**src/rtl/cv_pkg.sv**
```systemverilog
package cv_pkg;
  localparam int LINE_W    = 3;
  localparam int N_LINES   = 1 << LINE_W;
  localparam int VEC_W     = 8;
  localparam int BASE_W    = VEC_W - LINE_W;
  localparam int GLOBAL_N  = 2 * N_LINES;
  localparam logic [LINE_W-1:0] CASC_LINE = 3'd2;
  localparam logic [LINE_W-1:0] SPUR_LINE = 3'd7;

  typedef logic [LINE_W-1:0] line_t;
  typedef logic [BASE_W-1:0] base_t;
  typedef logic [VEC_W-1:0]  vec_t;

  function automatic vec_t form_vec(base_t b, line_t l);
    return {b, l};
  endfunction
endpackage

```
**src/rtl/cv_route.sv**
```systemverilog
module cv_route
  import cv_pkg::*;
(
  input  logic [GLOBAL_N-1:0] irq_i,
  input  logic                casc_i,
  output logic [N_LINES-1:0]  mst_irq_o,
  output logic [N_LINES-1:0]  slv_irq_o
);
  for (genvar g = 0; g < GLOBAL_N; g++) begin : g_line
    if (g < N_LINES) begin : g_mst
      if (g == int'(CASC_LINE)) begin : g_casc
        assign mst_irq_o[g] = irq_i[g] | casc_i;
      end else begin : g_plain
        assign mst_irq_o[g] = irq_i[g];
      end
    end else begin : g_slv
      assign slv_irq_o[g-N_LINES] = irq_i[g];
    end
  end
endmodule

```
**src/rtl/cv_cascade.sv**
```systemverilog
module cv_cascade (
  input  logic clk_i,
  input  logic rst_ni,
  input  logic slv_valid_i,
  output logic casc_o
);
  logic casc_q;
  // high-then-low so the primary sees a fresh edge each time
  always_ff @(posedge clk_i or negedge rst_ni) begin
    if (!rst_ni) casc_q <= 1'b0;
    else         casc_q <= slv_valid_i & ~casc_q;
  end
  assign casc_o = casc_q;
endmodule

```
**src/rtl/cv_ack.sv**
```systemverilog
module cv_ack
  import cv_pkg::*;
(
  input  logic  clk_i,
  input  logic  rst_ni,
  input  logic  req_i,
  input  logic  mst_valid_i,
  input  line_t mst_line_i,
  input  logic  slv_valid_i,
  input  line_t slv_line_i,
  input  base_t mst_base_i,
  input  base_t slv_base_i,
  output logic  mst_ack_o,
  output line_t mst_ack_line_o,
  output logic  slv_ack_o,
  output line_t slv_ack_line_o,
  output logic  valid_o,
  output vec_t  vec_o
);
  logic casc;
  vec_t vec_d, vec_q;
  logic valid_q;

  assign casc           = mst_valid_i && (mst_line_i == CASC_LINE);
  assign mst_ack_o      = req_i && mst_valid_i;
  assign mst_ack_line_o = mst_line_i;
  assign slv_ack_o      = req_i && casc && slv_valid_i;
  assign slv_ack_line_o = slv_line_i;

  always_comb begin
    if (!mst_valid_i)      vec_d = form_vec(mst_base_i, SPUR_LINE);
    else if (!casc)        vec_d = form_vec(mst_base_i, mst_line_i);
    else if (slv_valid_i)  vec_d = form_vec(slv_base_i, slv_line_i);
    else                   vec_d = form_vec(slv_base_i, SPUR_LINE);
  end

  always_ff @(posedge clk_i or negedge rst_ni) begin
    if (!rst_ni) begin
      valid_q <= 1'b0;
      vec_q   <= '0;
    end else begin
      valid_q <= req_i;
      if (req_i) vec_q <= vec_d;
    end
  end

  assign valid_o = valid_q;
  assign vec_o   = vec_q;
endmodule

```
**src/rtl/cv_poll.sv**
```systemverilog
module cv_poll
  import cv_pkg::*;
(
  input  logic  clk_i,
  input  logic  rst_ni,
  input  logic  poll_i,
  input  logic  poll_slv_i,
  input  logic  mm_i,
  input  logic  mst_valid_i,
  input  line_t mst_line_i,
  input  logic  slv_valid_i,
  input  line_t slv_line_i,
  output logic  mst_clr_o,
  output line_t mst_clr_line_o,
  output logic  slv_clr_o,
  output line_t slv_clr_line_o,
  output logic  valid_o,
  output vec_t  data_o,
  output logic  rsel_o
);
  vec_t data_d, data_q;
  logic valid_q, rsel_q;

  always_comb begin
    mst_clr_o      = 1'b0;
    mst_clr_line_o = mst_line_i;
    slv_clr_o      = 1'b0;
    slv_clr_line_o = slv_line_i;
    data_d         = {{(VEC_W-LINE_W){1'b0}}, SPUR_LINE};
    if (mm_i) begin
      if (mst_valid_i) begin
        mst_clr_o = 1'b1;
        if (mst_line_i == CASC_LINE) begin
          slv_clr_o = slv_valid_i;
          data_d    = {{(VEC_W-LINE_W-1){1'b0}}, 1'b1,
                       slv_valid_i ? slv_line_i : SPUR_LINE};
        end else begin
          data_d = {{(VEC_W-LINE_W){1'b0}}, mst_line_i};
        end
      end
    end else if (poll_i) begin
      if (poll_slv_i) begin
        if (slv_valid_i) begin
          slv_clr_o      = 1'b1;
          mst_clr_o      = 1'b1;
          mst_clr_line_o = CASC_LINE;
          data_d         = {{(VEC_W-LINE_W){1'b0}}, slv_line_i};
        end
      end else if (mst_valid_i) begin
        mst_clr_o = 1'b1;
        data_d    = {{(VEC_W-LINE_W){1'b0}}, mst_line_i};
      end
    end
  end

  always_ff @(posedge clk_i or negedge rst_ni) begin
    if (!rst_ni) begin
      valid_q <= 1'b0;
      rsel_q  <= 1'b0;
      data_q  <= '0;
    end else begin
      valid_q <= mm_i | poll_i;
      rsel_q  <= mm_i;
      if (mm_i | poll_i) data_q <= data_d;
    end
  end

  assign valid_o = valid_q;
  assign data_o  = data_q;
  assign rsel_o  = rsel_q;
endmodule

```
**src/rtl/cascade_ack_unit.sv**
```systemverilog
module cascade_ack_unit
  import cv_pkg::*;
(
  input  logic        clk_i,
  input  logic        rst_ni,
  input  logic [15:0] irq_i,
  output logic [7:0]  mst_irq_o,
  output logic [7:0]  slv_irq_o,
  input  logic        mst_valid_i,
  input  logic [2:0]  mst_line_i,
  input  logic        slv_valid_i,
  input  logic [2:0]  slv_line_i,
  input  logic [4:0]  mst_base_i,
  input  logic [4:0]  slv_base_i,
  input  logic        ack_req_i,
  input  logic        mmack_req_i,
  input  logic        poll_req_i,
  input  logic        poll_slv_i,
  output logic        mst_ack_o,
  output logic [2:0]  mst_ack_line_o,
  output logic        slv_ack_o,
  output logic [2:0]  slv_ack_line_o,
  output logic        mst_clr_o,
  output logic [2:0]  mst_clr_line_o,
  output logic        slv_clr_o,
  output logic [2:0]  slv_clr_line_o,
  output logic        ack_valid_o,
  output logic [7:0]  vector_o,
  output logic        rd_valid_o,
  output logic [7:0]  rd_data_o,
  output logic        rsel_isr_o,
  output logic        reeval_o
);
  logic casc;
  logic mm_win, poll_win;

  // fixed order: acknowledge, combined read, poll
  assign mm_win   = mmack_req_i & ~ack_req_i;
  assign poll_win = poll_req_i & ~ack_req_i & ~mmack_req_i;

  cv_cascade u_casc (
    .clk_i(clk_i), .rst_ni(rst_ni), .slv_valid_i(slv_valid_i), .casc_o(casc)
  );

  cv_route u_route (
    .irq_i(irq_i), .casc_i(casc), .mst_irq_o(mst_irq_o), .slv_irq_o(slv_irq_o)
  );

  cv_ack u_ack (
    .clk_i(clk_i), .rst_ni(rst_ni), .req_i(ack_req_i),
    .mst_valid_i(mst_valid_i), .mst_line_i(mst_line_i),
    .slv_valid_i(slv_valid_i), .slv_line_i(slv_line_i),
    .mst_base_i(mst_base_i), .slv_base_i(slv_base_i),
    .mst_ack_o(mst_ack_o), .mst_ack_line_o(mst_ack_line_o),
    .slv_ack_o(slv_ack_o), .slv_ack_line_o(slv_ack_line_o),
    .valid_o(ack_valid_o), .vec_o(vector_o)
  );

  cv_poll u_poll (
    .clk_i(clk_i), .rst_ni(rst_ni), .poll_i(poll_win), .poll_slv_i(poll_slv_i),
    .mm_i(mm_win),
    .mst_valid_i(mst_valid_i), .mst_line_i(mst_line_i),
    .slv_valid_i(slv_valid_i), .slv_line_i(slv_line_i),
    .mst_clr_o(mst_clr_o), .mst_clr_line_o(mst_clr_line_o),
    .slv_clr_o(slv_clr_o), .slv_clr_line_o(slv_clr_line_o),
    .valid_o(rd_valid_o), .data_o(rd_data_o), .rsel_o(rsel_isr_o)
  );

  assign reeval_o = ack_valid_o | rd_valid_o;
endmodule

```
**config.mk**
```make
export PLATFORM = sky130hd
export DESIGN_NAME = cascade_ack_unit
export DESIGN_NICKNAME = d
export VERILOG_FILES = /design/src/rtl/cv_pkg.sv /design/src/rtl/cv_route.sv /design/src/rtl/cv_cascade.sv /design/src/rtl/cv_ack.sv /design/src/rtl/cv_poll.sv /design/src/rtl/cascade_ack_unit.sv
export SDC_FILE = /design/constraint.sdc
export NUM_CORES = 1
export LEC_CHECK = 0
export BUFFER_PORTS_ARGS = -buffer_cell sky130_fd_sc_hd__buf_2
export CAP_MARGIN = 20
export CORE_MARGIN = 2
export CORE_UTILIZATION = 38
export CTS_CLUSTER_DIAMETER = 100
export DETAILED_ROUTE_END_ITERATION = 12
export PLACE_DENSITY = 0.8
export SETUP_SLACK_MARGIN = 0.4
export SYNTH_ARGS = -nofsm -noshare
export SYNTH_HDL_FRONTEND = slang
export SYNTH_SLANG_ARGS = --single-unit
```
**constraint.sdc**
```tcl
create_clock -name clk_i -period 1.5 [get_ports clk_i]
set_input_delay 0.225 -clock clk_i [delete_from_list [all_inputs] [get_ports clk_i]]
set_output_delay 0.225 -clock clk_i [all_outputs]
set_load 0.05 [all_outputs]
```
==> metrics, run 1 <==
CP Data Arrival Time 1200 ps; Fin Hold WS 198 ps; power per cell area 869 mW/mm^2; die area 0.00322 sq mm; area of all placed cells without fillers 0.00163 sq mm; Synth Instances 114; Post-Route M1 WL 1040 um; post-synthesis cell type count 29; synthesized area per cell 9.29 sq um; Setup crit start kind input pin; Worst Path Buf+Inv 3; Setup violations, final 0; highest routed layer met4; fmax 0.704 GHz; first-pass GRT wire length 4200 um; number of max-cap violations 0; Area Overhead vs Synth 54.4%; vias per cell 4.94; synthesized area 0.00106 sq mm; pin count of the biggest net entering global routing 19; final setup skew 0 ps; period utilisation layout 94.8%; vias 979; Critical Path Sink Type output port; synth cell count leaders 29 x buf_4, 16 x dfrtp_1, 11 x nor2_1, 10 x a21oi_1, 6 x mux2i_1; critical path class in -> out; die height 56.8 um; WL final 2980 um; CP cell instances buf_6 -> or3b_4 -> nor2_8 -> buf_6 -> nor2_2 -> buf_6; post-DP HPWL 2090 um; vias in the first global route 911; I/O pin count 92; CP Max Fanout 5; count leader, synth buf_4; n_diodes 0; share of cells above drive strength 1 60.5%; CP most frequent cell buf_6; FF-to-FF path depth 3; die width 56.8 um; antenna violations before repair 0; Final Power 1.42 mW; min Tclk post-route 1420 ps; synth top area cells dfrtp_1 38%, buf_4 21%, mux2i_1 5.7%; site row count 19; Synth Register Bits 16; leakage 0.810 nW; port bufs 57; Crit-path slowest cell or3b_4; Num CTS Buffers 3; Clock Tree Root clkbuf_4; unrepaired setup endpoints after global routing yes; DR WL met2 1680 um; Tot GR Track Use 16.5%; Core Box Area 0.00271 sq mm; FF-to-FF Start u_poll.data_o[1]; metal3 WL 191 um; crit-path leading delay family simple AND/OR/NAND/NOR gates; clk slew on worst S/H paths 100 ps; post-synth top area share 37.8%; drc violations 0; gr ovfl total 0; GP Congestion 0.837; Critical Path Start mmack_req_i; Initial Util 39.1%; Post-DRT Antenna Nets 0; drt first pass iters 4; sequential-to-total area share from yosys stat 37.8%; R2R setup slack 640 ps; Total Nets Final 208; R2R Path End u_poll.data_o[1]; clock buffer depth 2; H-tree depth 1; Crit path largest cell delay 430 ps; CTS tree yes; Finished Layout Cells 198; placed insts 181; Post-DP Area 0.00125 sq mm; Sink Count 16; number of flops mapped to enable cells by yosys 0; post-route setup TNS 0 ps; highest ir drop seen on vdd 644 uV; critical path capture point mst_clr_line_o[0]; Final Hold Fails 0; post-synth top area cell dfrtp_1; wire length per cell 15.1 um; status finished clean; Detailed Route Iter0 Violations 13; Worst-Skew Late Latency 280 ps; Main synth FF type dfrtp_1; Worst EP required 1270 ps; Worst Hold Class in -> reg; CP Depth 6; max-slew violation count 0; Ys Warns 0; FFs w/ async S/R, synth 100%
area by class of cell:
type,count,area [sq um]
flip-flops and latches,16,403
clock buffers,4,36.3
repair buffers,78,677
inverters,4,15.0
fillers,213,1080
multi-input cells,65,464
well taps,31,38.8
per-stage QoR:
stage	worst slack (ps)	util, %
2_1_floorplan	103	-
3_3_place_gp	-86.0	46.0
3_5_place_dp	-95.5	46.0
4_1_cts	56.5	54.2
5_1_grt	67.1	60.3
6_report	78.6	60.3
worst min-delay path by stage:
stage / from / endpoint / slack [ps] / cells past startpoint
final: slv_valid_i / u_casc.casc_o / 200 / 2
after global routing: slv_valid_i / u_casc.casc_o / 190 / 2
after CTS: slv_valid_i / u_casc.casc_o / 220 / 2
after detailed placement: rst_ni / u_casc.casc_o / 160 / 1
after global placement: rst_ni / u_casc.casc_o / 150 / 1
after floorplan: rst_ni / u_ack.valid_o / -70 / 0
cells in the final DEF, fill, tap and decap left out, types with 2 or more instances in the layout:
cell type / instances
dfrtp_2: 2
mux2i_1: 6
a31oi_1: 2
nand2b_1: 3
nand2_1: 4
dfrtp_1: 14
a32oi_1: 2
nand3_1: 2
buf_8: 6
or2_4: 3
or3b_4: 2
nor2_2: 2
a21oi_1: 10
buf_2: 28
buf_6: 27
o211ai_1: 2
buf_4: 15
clkbuf_4: 3
or3b_2: 2
inv_1: 4
nor2_1: 8
conb_1: 4
state kept, by name (all words and copies together) (netlist names):
signal          flops
u_poll.data_o       4
u_poll.valid_o      1
u_ack.valid_o       1
u_ack.vec_o         8
u_poll.rsel_o       1
u_casc.casc_o       1
repair_timing:
item | CTS | global route
pin swaps | 3 | 5
resized for setup | 53 | 23
hold endpoints to repair | 16 | 0
endpoints found under the setup margin | 24 | 24
gates cloned | 0 | 0
hold buffers | 1 | 0
buffers inserted | 1 | 11
logic make-up (layout without fill, tap and decap cells):
family          count (synthesis)  in the layout  share of synthesized area, %
buf+inv                        36             86                          24.5
simple gates                   34             34                          19.0
compound gates                 21             21                          12.6
flops                          16             16                          37.8
mux                             6              6                          5.67
other cells                     1              4                         0.354
power breakdown:
group / internal (mW) / switching [mW] / total [mW]
combinational: 0.243 / 0.383 / 0.626
clock: 0.148 / 0.147 / 0.295
sequential: 0.471 / 0.0292 / 0.500
per-layer routing:
metal	global-route usage [%]	up-vias
met5	0	-
met4	7.31	0
met3	4.38	8
met2	29.1	40
met1	18.6	471
li1	-	460
(Power assumes the default switching activity.)
==> inputs of run 2 (changes only) <==
--- a/config.mk
+++ b/config.mk
@@ -7,11 +7,11 @@
 export LEC_CHECK = 0
 export BUFFER_PORTS_ARGS = -buffer_cell sky130_fd_sc_hd__buf_2
 export CAP_MARGIN = 20
-export CORE_MARGIN = 2
-export CORE_UTILIZATION = 38
+export CORE_MARGIN = 3
+export CORE_UTILIZATION = 34
 export CTS_CLUSTER_DIAMETER = 100
 export DETAILED_ROUTE_END_ITERATION = 12
-export PLACE_DENSITY = 0.8
+export PLACE_DENSITY = 0.76
 export SETUP_SLACK_MARGIN = 0.4
 export SYNTH_ARGS = -nofsm -noshare
 export SYNTH_HDL_FRONTEND = slang
==> constraint.sdc (replaced) <==
create_clock -name clk_i -period 1.3 [get_ports clk_i]
set_input_delay 0.195 -clock clk_i [delete_from_list [all_inputs] [get_ports clk_i]]
set_output_delay 0.195 -clock clk_i [all_outputs]
set_load 0.05 [all_outputs]
==> metrics, run 2 (same netlist as run 1, synthesis figures left out) <==
port bufs 57; period utilisation layout 105%; CP Max Fanout 4; R2R Path End u_poll.data_o[2]; die area 0.00382 sq mm; Post-DRT Antenna Nets 0; Final Power 1.59 mW; site row count 19; fmax 0.733 GHz; most common cell after layout, fill and taps aside buf_2; post-DP HPWL 2230 um; Crit-path slowest cell or3b_4; CTS tree yes; Detailed Route Iter0 Violations 20; clk slew on worst S/H paths 90 ps; global routing usage on met1 16.4%; R2R setup slack 460 ps; Worst Path Buf+Inv 3; CP most frequent cell buf_6; Clock Tree Root clkbuf_4; Tot GR Track Use 15.0%; highest ir drop seen on vdd 385 uV; share of cells above drive strength 1 63.3%; WL final 3160 um; Core Box Area 0.00285 sq mm; clock buffer depth 2; grt met3 use 3.10%; leakage 0.824 nW; final setup skew 0 ps; Initial Util 37.1%; CP Depth 6; antenna violations before repair 0; H-tree depth 1; Worst-Skew Late Latency 280 ps; Critical Path Sink Type output port; vias 989; max FFs per register 8; GP Congestion 0.873; failing checks setup timing; Crit path largest cell delay 440 ps; setup ws final -64.8 ps; Setup violations, final 5; I/O pin count 92; min Tclk post-route 1360 ps; number of max-cap violations 0; pin count of the biggest net entering global routing 19; Sink Count 16; Worst EP required 1110 ps; grt met2 use 28.8%; most frequent cells in the layout 27 x buf_2, 25 x buf_6, 16 x buf_4; crit-path leading delay family simple AND/OR/NAND/NOR gates; vias per cell 4.95; wire length per cell 15.8 um; die width 61.8 um; drt first pass iters 4; n_diodes 0; status finished with violations; vias in the first global route 950; CP Data Arrival Time 1170 ps; power per cell area 941 mW/mm^2; max-slew violation count 0; unrepaired setup endpoints after global routing yes; CP cell instances buf_6 -> or3b_4 -> nor2_8 -> buf_6 -> nor2_2 -> buf_6; FF-to-FF path depth 3; post-route setup TNS -208 ps; Num CTS Buffers 3; Setup crit start kind input pin; Area Overhead vs Synth 59.2%; first-pass GRT wire length 4200 um; gr ovfl total 0; FF-to-FF Start u_poll.data_o[2]; critical path capture point mst_clr_line_o[2]; gr busiest metal met2; drc violations 0; Critical Path Start ack_req_i; Worst Hold Class in -> reg; critical path class in -> out; Final Hold Fails 0; Total Nets Final 210; die height 61.8 um
## run 2: cell types whose count changed in the layout (fill, tap and decap cells not counted), moves of 2 or more
cell,change
buf_6,-2
a21oi_2,+3
buf_8,+4
a21oi_1,-3
## run 2: metal layers
metal,share of wire [%],vias up
li1,-,464
met1,33,472
met2,59,47
met3,6.4,6
met4,1.5,0
met5,0,-
## run 2: worst min-delay path by stage
stage                startpoint          endpoint  cells after the start
global placement         rst_ni     u_casc.casc_o                      1
detailed placement       rst_ni     u_casc.casc_o                      1
floorplan                rst_ni     u_ack.valid_o                      0
CTS                 mst_valid_i  u_poll.data_o[1]                      2
finish              mst_valid_i  u_poll.data_o[1]                      2
global route        mst_valid_i  u_poll.data_o[1]                      2
## run 2: layout make-up
class,count,area (sq um)
fillers,250,1170
repair buffers,80,704
multi-input cells,65,498
flip-flops and latches,16,403
well taps,31,38.8
clock buffers,4,26.3
inverters,4,15.0
## run 2: timing repair
item	4_1_cts	5_1_grt
setup buffers	1	9
hold buffers	1	0
setup endpoints to repair	34	33
hold endpoints to repair	16	0
resized for setup	64	20
pin swaps	8	7
## run 2: power breakdown
part | total, mW | switching [mW] | internal [mW]
registers | 0.578 | 0.0352 | 0.543
logic | 0.735 | 0.449 | 0.286
clock network | 0.273 | 0.154 | 0.119
total | 1.59 | 0.638 | 0.949
## run 2: metrics by stage
step | util [%] | cell area (sq um) | std cells | setup WS, ps | hold slack, ps
floorplan | - | 1120 | 117 | -36.6 | -101
global placement | 45.1 | 1290 | 185 | -225 | 118
detailed placement | 45.1 | 1290 | 185 | -263 | 134
CTS | 53.9 | 1540 | 191 | -71.0 | 160
global route | 59.1 | 1690 | 200 | -76.8 | 168
finish | 59.1 | 1690 | 200 | -64.8 | 169
## run 2: worst reg2reg max path, stage by stage, from the launching register on
cell      delay [ps]
dfrtp_1          410
buf_4            140
nand3_1           90
o221ai_2          90
